===== src/rtl/ipc_mailbox.sv =====
module ipc_mailbox #(
  parameter int ADDR_W  = 8,
  parameter int N_WORDS = 4,
  parameter int LEN_W   = 5
) (
  input  logic                    clk,
  input  logic                    rst_n,
  input  logic                    bus_sel,
  input  logic                    bus_wr,
  input  logic [ADDR_W-1:0]       bus_addr,
  input  logic [31:0]             bus_wdata,
  output logic [31:0]             bus_rdata,
  output logic                    irq,
  output logic                    req_valid,
  output logic [7:0]              req_code,
  output logic [3:0]              req_sub,
  output logic [LEN_W-1:0]        req_len,
  output logic                    req_irq_en,
  output logic [31:0]             req_sptr,
  output logic [31:0]             req_dptr,
  output logic [32*N_WORDS-1:0]   req_data,
  input  logic                    rsp_wr,
  input  logic [$clog2(N_WORDS)-1:0] rsp_widx,
  input  logic [31:0]             rsp_wdata,
  input  logic                    rsp_done,
  input  logic                    rsp_err,
  input  logic [7:0]              rsp_code
);
  localparam int IDX_W = $clog2(N_WORDS);
  localparam int BSH   = IDX_W + 2;
  localparam logic [ADDR_W-1:0] A_CMD  = ADDR_W'('h00);
  localparam logic [ADDR_W-1:0] A_STS  = ADDR_W'('h04);
  localparam logic [ADDR_W-1:0] A_SPTR = ADDR_W'('h08);
  localparam logic [ADDR_W-1:0] A_DPTR = ADDR_W'('h0C);
  localparam logic [ADDR_W-1:0] A_OBUF = ADDR_W'('h80);
  localparam logic [ADDR_W-1:0] A_IBUF = ADDR_W'('h90);

  logic [31:0] cmd_q, sptr_q, dptr_q;
  logic [31:0] obuf [N_WORDS];
  logic [31:0] ibuf [N_WORDS];
  logic        busy_q, err_q, irqf_q, req_q;
  logic [7:0]  code_q;

  wire aligned = bus_addr[1:0] == 2'b00;
  wire hit_cmd  = aligned && bus_addr == A_CMD;
  wire hit_sts  = aligned && bus_addr == A_STS;
  wire hit_sptr = aligned && bus_addr == A_SPTR;
  wire hit_dptr = aligned && bus_addr == A_DPTR;
  wire hit_obuf = aligned && (bus_addr >> BSH) == (A_OBUF >> BSH);
  wire hit_ibuf = aligned && (bus_addr >> BSH) == (A_IBUF >> BSH);
  wire [IDX_W-1:0] widx = bus_addr[BSH-1:2];
  wire wr_en   = bus_sel && bus_wr;
  wire cmd_go  = wr_en && hit_cmd && !busy_q;
  wire fin     = rsp_done && busy_q;
  wire [31:0] sts_word = {8'h00, code_q, 13'h0, irqf_q, err_q, busy_q};

  always_comb begin
    bus_rdata = '0;
    if (hit_cmd)       bus_rdata = cmd_q;
    else if (hit_sts)  bus_rdata = sts_word;
    else if (hit_sptr) bus_rdata = sptr_q;
    else if (hit_dptr) bus_rdata = dptr_q;
    else if (hit_obuf) bus_rdata = obuf[widx];
    else if (hit_ibuf) bus_rdata = ibuf[widx];
  end

  always_ff @(posedge clk) begin
    if (!rst_n) begin
      cmd_q <= '0; sptr_q <= '0; dptr_q <= '0;
      busy_q <= 1'b0; err_q <= 1'b0; irqf_q <= 1'b0; req_q <= 1'b0;
      code_q <= '0;
      for (int i = 0; i < N_WORDS; i++) begin
        obuf[i] <= '0;
        ibuf[i] <= '0;
      end
    end else begin
      req_q <= cmd_go;
      if (wr_en && hit_sptr) sptr_q <= bus_wdata;
      if (wr_en && hit_dptr) dptr_q <= bus_wdata;
      if (wr_en && hit_obuf) obuf[widx] <= bus_wdata;
      if (rsp_wr && busy_q) ibuf[rsp_widx] <= rsp_wdata;
      if (wr_en && hit_sts && bus_wdata[2]) irqf_q <= 1'b0;
      if (cmd_go) begin
        cmd_q  <= bus_wdata;
        busy_q <= 1'b1;
        err_q  <= 1'b0;
        code_q <= '0;
      end else if (fin) begin
        busy_q <= 1'b0;
        err_q  <= rsp_err;
        code_q <= rsp_err ? rsp_code : 8'h00;
        if (cmd_q[8]) irqf_q <= 1'b1;
      end
    end
  end

  assign irq        = irqf_q;
  assign req_valid  = req_q;
  assign req_code   = cmd_q[7:0];
  assign req_irq_en = cmd_q[8];
  assign req_sub    = cmd_q[15:12];
  assign req_len    = cmd_q[16 +: LEN_W];
  assign req_sptr   = sptr_q;
  assign req_dptr   = dptr_q;
  for (genvar g = 0; g < N_WORDS; g++) begin : g_pack
    assign req_data[32*g +: 32] = obuf[g];
  end

  a_r2_busy_on_cmd: assert property (@(posedge clk) disable iff (!rst_n)
    (bus_sel && bus_wr && hit_cmd && !busy_q) |=> (busy_q && req_valid));
  a_r2_single_pulse: assert property (@(posedge clk) disable iff (!rst_n)
    req_valid |=> !req_valid);
  a_r3_ignore_busy: assert property (@(posedge clk) disable iff (!rst_n)
    (bus_sel && bus_wr && hit_cmd && busy_q) |=> (!req_valid && $stable(cmd_q)));
  a_r4_done_clears: assert property (@(posedge clk) disable iff (!rst_n)
    (rsp_done && busy_q && !(bus_sel && bus_wr)) |=> !busy_q);
  a_r5_irq_cause: assert property (@(posedge clk) disable iff (!rst_n)
    $rose(irq) |-> ($past(rsp_done) && $past(cmd_q[8])));
  a_r11_idle_done: assert property (@(posedge clk) disable iff (!rst_n)
    (rsp_done && !busy_q && !(bus_sel && bus_wr)) |=> (!busy_q && $stable(err_q) && $stable(code_q)));
endmodule


===== config.mk =====
export PLATFORM = sky130hd
export DESIGN_NAME = ipc_mailbox
export DESIGN_NICKNAME = d
export VERILOG_FILES = /design/src/rtl/ipc_mailbox.sv
export SDC_FILE = /design/constraint.sdc
export NUM_CORES = 1
export LEC_CHECK = 0
export BUFFER_PORTS_ARGS = -buffer_cell sky130_fd_sc_hd__buf_4
export CAP_MARGIN = 20
export CORE_UTILIZATION = 30
export DETAILED_ROUTE_END_ITERATION = 8
export GPL_TIMING_DRIVEN = 0
export PLACE_DENSITY = 0.56
export SLEW_MARGIN = 0
export SYNTH_ARGS = -nofsm -noshare
export SYNTH_HDL_FRONTEND = slang
export SYNTH_SLANG_ARGS = --single-unit

===== constraint.sdc =====
create_clock -name clk -period 14.5 [get_ports clk]
set_input_delay 1.45 -clock clk [delete_from_list [all_inputs] [get_ports clk]]
set_output_delay 1.45 -clock clk [all_outputs]
set_load 0.02 [all_outputs]

==> metrics.md <==
| Metric | Value |
|---|---|
| Status | finished, final reports clean |
| Final slew viol count | 0 |
| DR pass1 iterations | 5 |
| DP HPWL | 47900 um |
| CP Launch Type | primary input |
| RSZ-0062 raised after global routing | no |
| Layout cells sized above 1 | around 32% |
| Final hold vios | 0 |
| Clock Latency Late Sink | 0.57 ns |
| Avg Inst Size Synth | between 10 and 15 um^2 |
| Setup TNS | 0 ns |
| Sink count of the clock tree | ~360 |
| Initial antenna violation count | 2 |
| R2R Setup Slk | 11.94 ns |
| WL final | 63000 um |
| H-tree levels | 2 |
| Gr ovfl total | 0 |
| Via/cell ratio | slightly above 5 |
| Final Wtd Congestion | 0.893 |
| Worst EP required | 13.05 ns |
| CTS tree | done |
| Synth Instances | 1274 |
| Yosys reg bits | 364 |
| First-pass GRT wire length | 88800 um |
| Clk slew on worst S/H paths | 0.06 ns |
| Leak | 0.00864 uW |
| Syn. warnings | 0 |
| DIE WIDTH | 236 um |
| Full die area | 55800 um^2 |
| Setup crit end kind | output pin |
| Core region area | 54000 um^2 |
| CTS buffer count | 41 |
| Max Cap Viol | 0 |
| Metal3 WL | 5730 um |
| Die height | 236 um |
| Hold_sp | code_q[3] |
| M1 WL | 24700 um |
| Largest net degree at the start of global routing | 33 |
| RR Endpoint | ibuf[1][5] |
| Area growth, synth to finish | 29.2% |
| Syn nets | 1363 |
| Top_reg_cell synth | edfxtp_1 |
| Post-Synth Adder-Cell Area | 0% |
| Synth Area in XOR/XNOR | 0% |
| Max Fanout on Critical Path | 10 |
| Hold WS | 0.454 ns |
| Post-synth EDFFs | 256 |
| Avg WL per Cell | ~26 um |
| Vias in the first global route | between 10k and 15k |
| Via Count | 12.2k |
| Placement Setup Slack | about 8.7 ns |
| Cell area power density | 111 nW/um^2 |
| Post-cts sizing count | 0 |
| Max IR drop VDD | between 0.07 and 0.08 mV |
| DRC errors left | 0 |
| Critical Path Sink | bus_rdata[16] |
| Async SR Flop Fraction | 0% |
| Cells on worst reg2reg path | 4 |
| Row count | 85 |
| Worst reg2reg startpoint | busy_q |
| Largest family of logic cells by synthesized area | simple AND/OR/NAND/NOR gates |
| Clock root buffer | clkbuf_16 |
| Hold buffers post-CTS | 0 |
| Worst slew pin tran | 1.12 ns |
| Post-Synth Simple-Gate Area | about 15% |
| Fin nets | 1746 |
| Iteration-0 DRC count of the detailed router | 1155 |
| Final worst-path setup slack | 8.68 ns |
| Slew HR | 25.4% |
| Met2 routed WL | 30500 um |
| Worst Hold Class | reg2reg |
| Critical Setup Path Class | in2out |
| Fmax | 0.172 GHz |
| Critical Path AT | around 4.4 ns |
| Ports | 333 |
| Clk buf depth | 3 |
| Post-synthesis compound-gate area fraction | 8.61% |
| Top Metal Used | met5 |
| Setup crit start | bus_addr[3] |
| Port Buf Inserts | 329 |
| Initial core utilization | 30.5% |
| Netlist cell types | 39 |
| Crit path time final | 5.82 ns |
| Multiplexer area fraction after synthesis | around 13% |
| Setup violators final | 0 |
| Post-CTS Setup Inserts | 0 |
| Period utilization | 40.1% |
| Seq/Total Area, Yosys | 59.9% |
| Layout Skew | 0.0236 ns |
| Tot GR Track Use | between 20% and 30% |
| Cell area after synthesis | around 16000 um^2 |
| Final ANT Viol Nets | 0 |
[flip-flops by register name, indices dropped and copies added, names as in the netlist]
name	cells
ibuf	128
obuf	128
cmd_q	32
req_dptr	32
req_sptr	32
code_q	8
busy_q	1
err_q	1
irq	1
req_valid	1
[final cells by class]
| cell class | count | area [um^2] |
|---|---|---|
| Tap cell | 696 | 871 |
| Fill cell | 5268 | 32800 |
| Multi-Input combinational cell | 787 | 6020 |
| Inverter | 2 | 7.51 |
| Timing Repair Buffer | 340 | 2640 |
| Antenna cell | 1 | 2.50 |
| Sequential cell | 364 | 9850 |
| Buffer | 121 | 602 |
| Clock buffer | 55 | 1140 |
| Clock inverter | 20 | 115 |
[metal layers]
metal / global-route usage [%] / vias to the layer above
met4: 7.32 / 4
met5: 0 / -
met2: 37.2 / 533
met1: 27.0 / 6137
met3: 7.06 / 101
li1: - / 5468
[cells in the final DEF (no fill, tap or decap), types with 21 or more instances in the layout]
cell	n
a21oi_1	75
nand2_1	83
clkbuf_16	43
mux2i_1	43
mux4_2	64
a22oi_1	51
clkbuf_1	80
buf_4	352
a22o_1	33
edfxtp_1	256
mux2_2	21
nor2_1	70
and2_1	197
and3_1	65
dfxtp_1	108
[critical path, stage by stage]
cell and delay (ns):
clkbuf_1 0.37, buf_2 0.45, buf_1 0.82, clkbuf_1 0.53, o2bb2ai_1 0.12, a22oi_1 0.24, a21oi_1 0.18, buf_4 0.19
[cell families (layout without fill, tap and decap cells)]
group	after synthesis	after routing
and+or+nand+nor	453	453
DFF	364	364
AOI/OAI and AO/OA	206	206
muxes	128	128
buffers and inverters	123	538
other	0	1
[per-stage QoR]
stage / utilization [%] / cell area (um^2) / power, uW / std cells
after floorplan: - / 16500 / 1270 / 1274
after global placement: 36.6 / 19800 / 1390 / 2299
after detailed placement: 37.0 / 20000 / 1400 / 2310
after CTS: 39.3 / 21300 / 2380 / 2385
after global routing: 39.3 / 21300 / 2430 / 2385
final: 39.3 / 21300 / 2360 / 2386
[where the power goes]
group | switching (uW) | internal, uW
Sequential | 17.2 | 1140
Combinational | 135 | 81.9
Clock | 433 | 556
[synthesized netlist by cell type, drive strengths merged (3+ instances only)]
cell	n	area, um^2
clkbuf	73	278
nor3	3	15.0
nand2	86	323
edfxtp	256	7690
a22o	33	289
a21oi	75	375
nand2b	6	37.5
nor2	70	263
mux4	64	1440
and2	197	1230
mux2i	43	430
dfxtp	108	2160
o211a	11	110
a22oi	51	383
nor3b	3	22.5
o21ai	11	55.1
nand3	10	50.1
nand4	3	18.8
and3	65	407
nor4	3	48.8
o2bb2ai	11	96.3
a21o	11	82.6
buf	48	324
mux2	21	236
[worst min-delay path by stage]
stage | end | cells after the start
2_1_floorplan | code_q[0] | 2
3_3_place_gp | code_q[2] | 2
3_5_place_dp | code_q[5] | 2
4_1_cts | code_q[5] | 2
5_1_grt | code_q[4] | 2
6_report | code_q[3] | 2
Note: power is estimated with default switching activity, not from simulation.
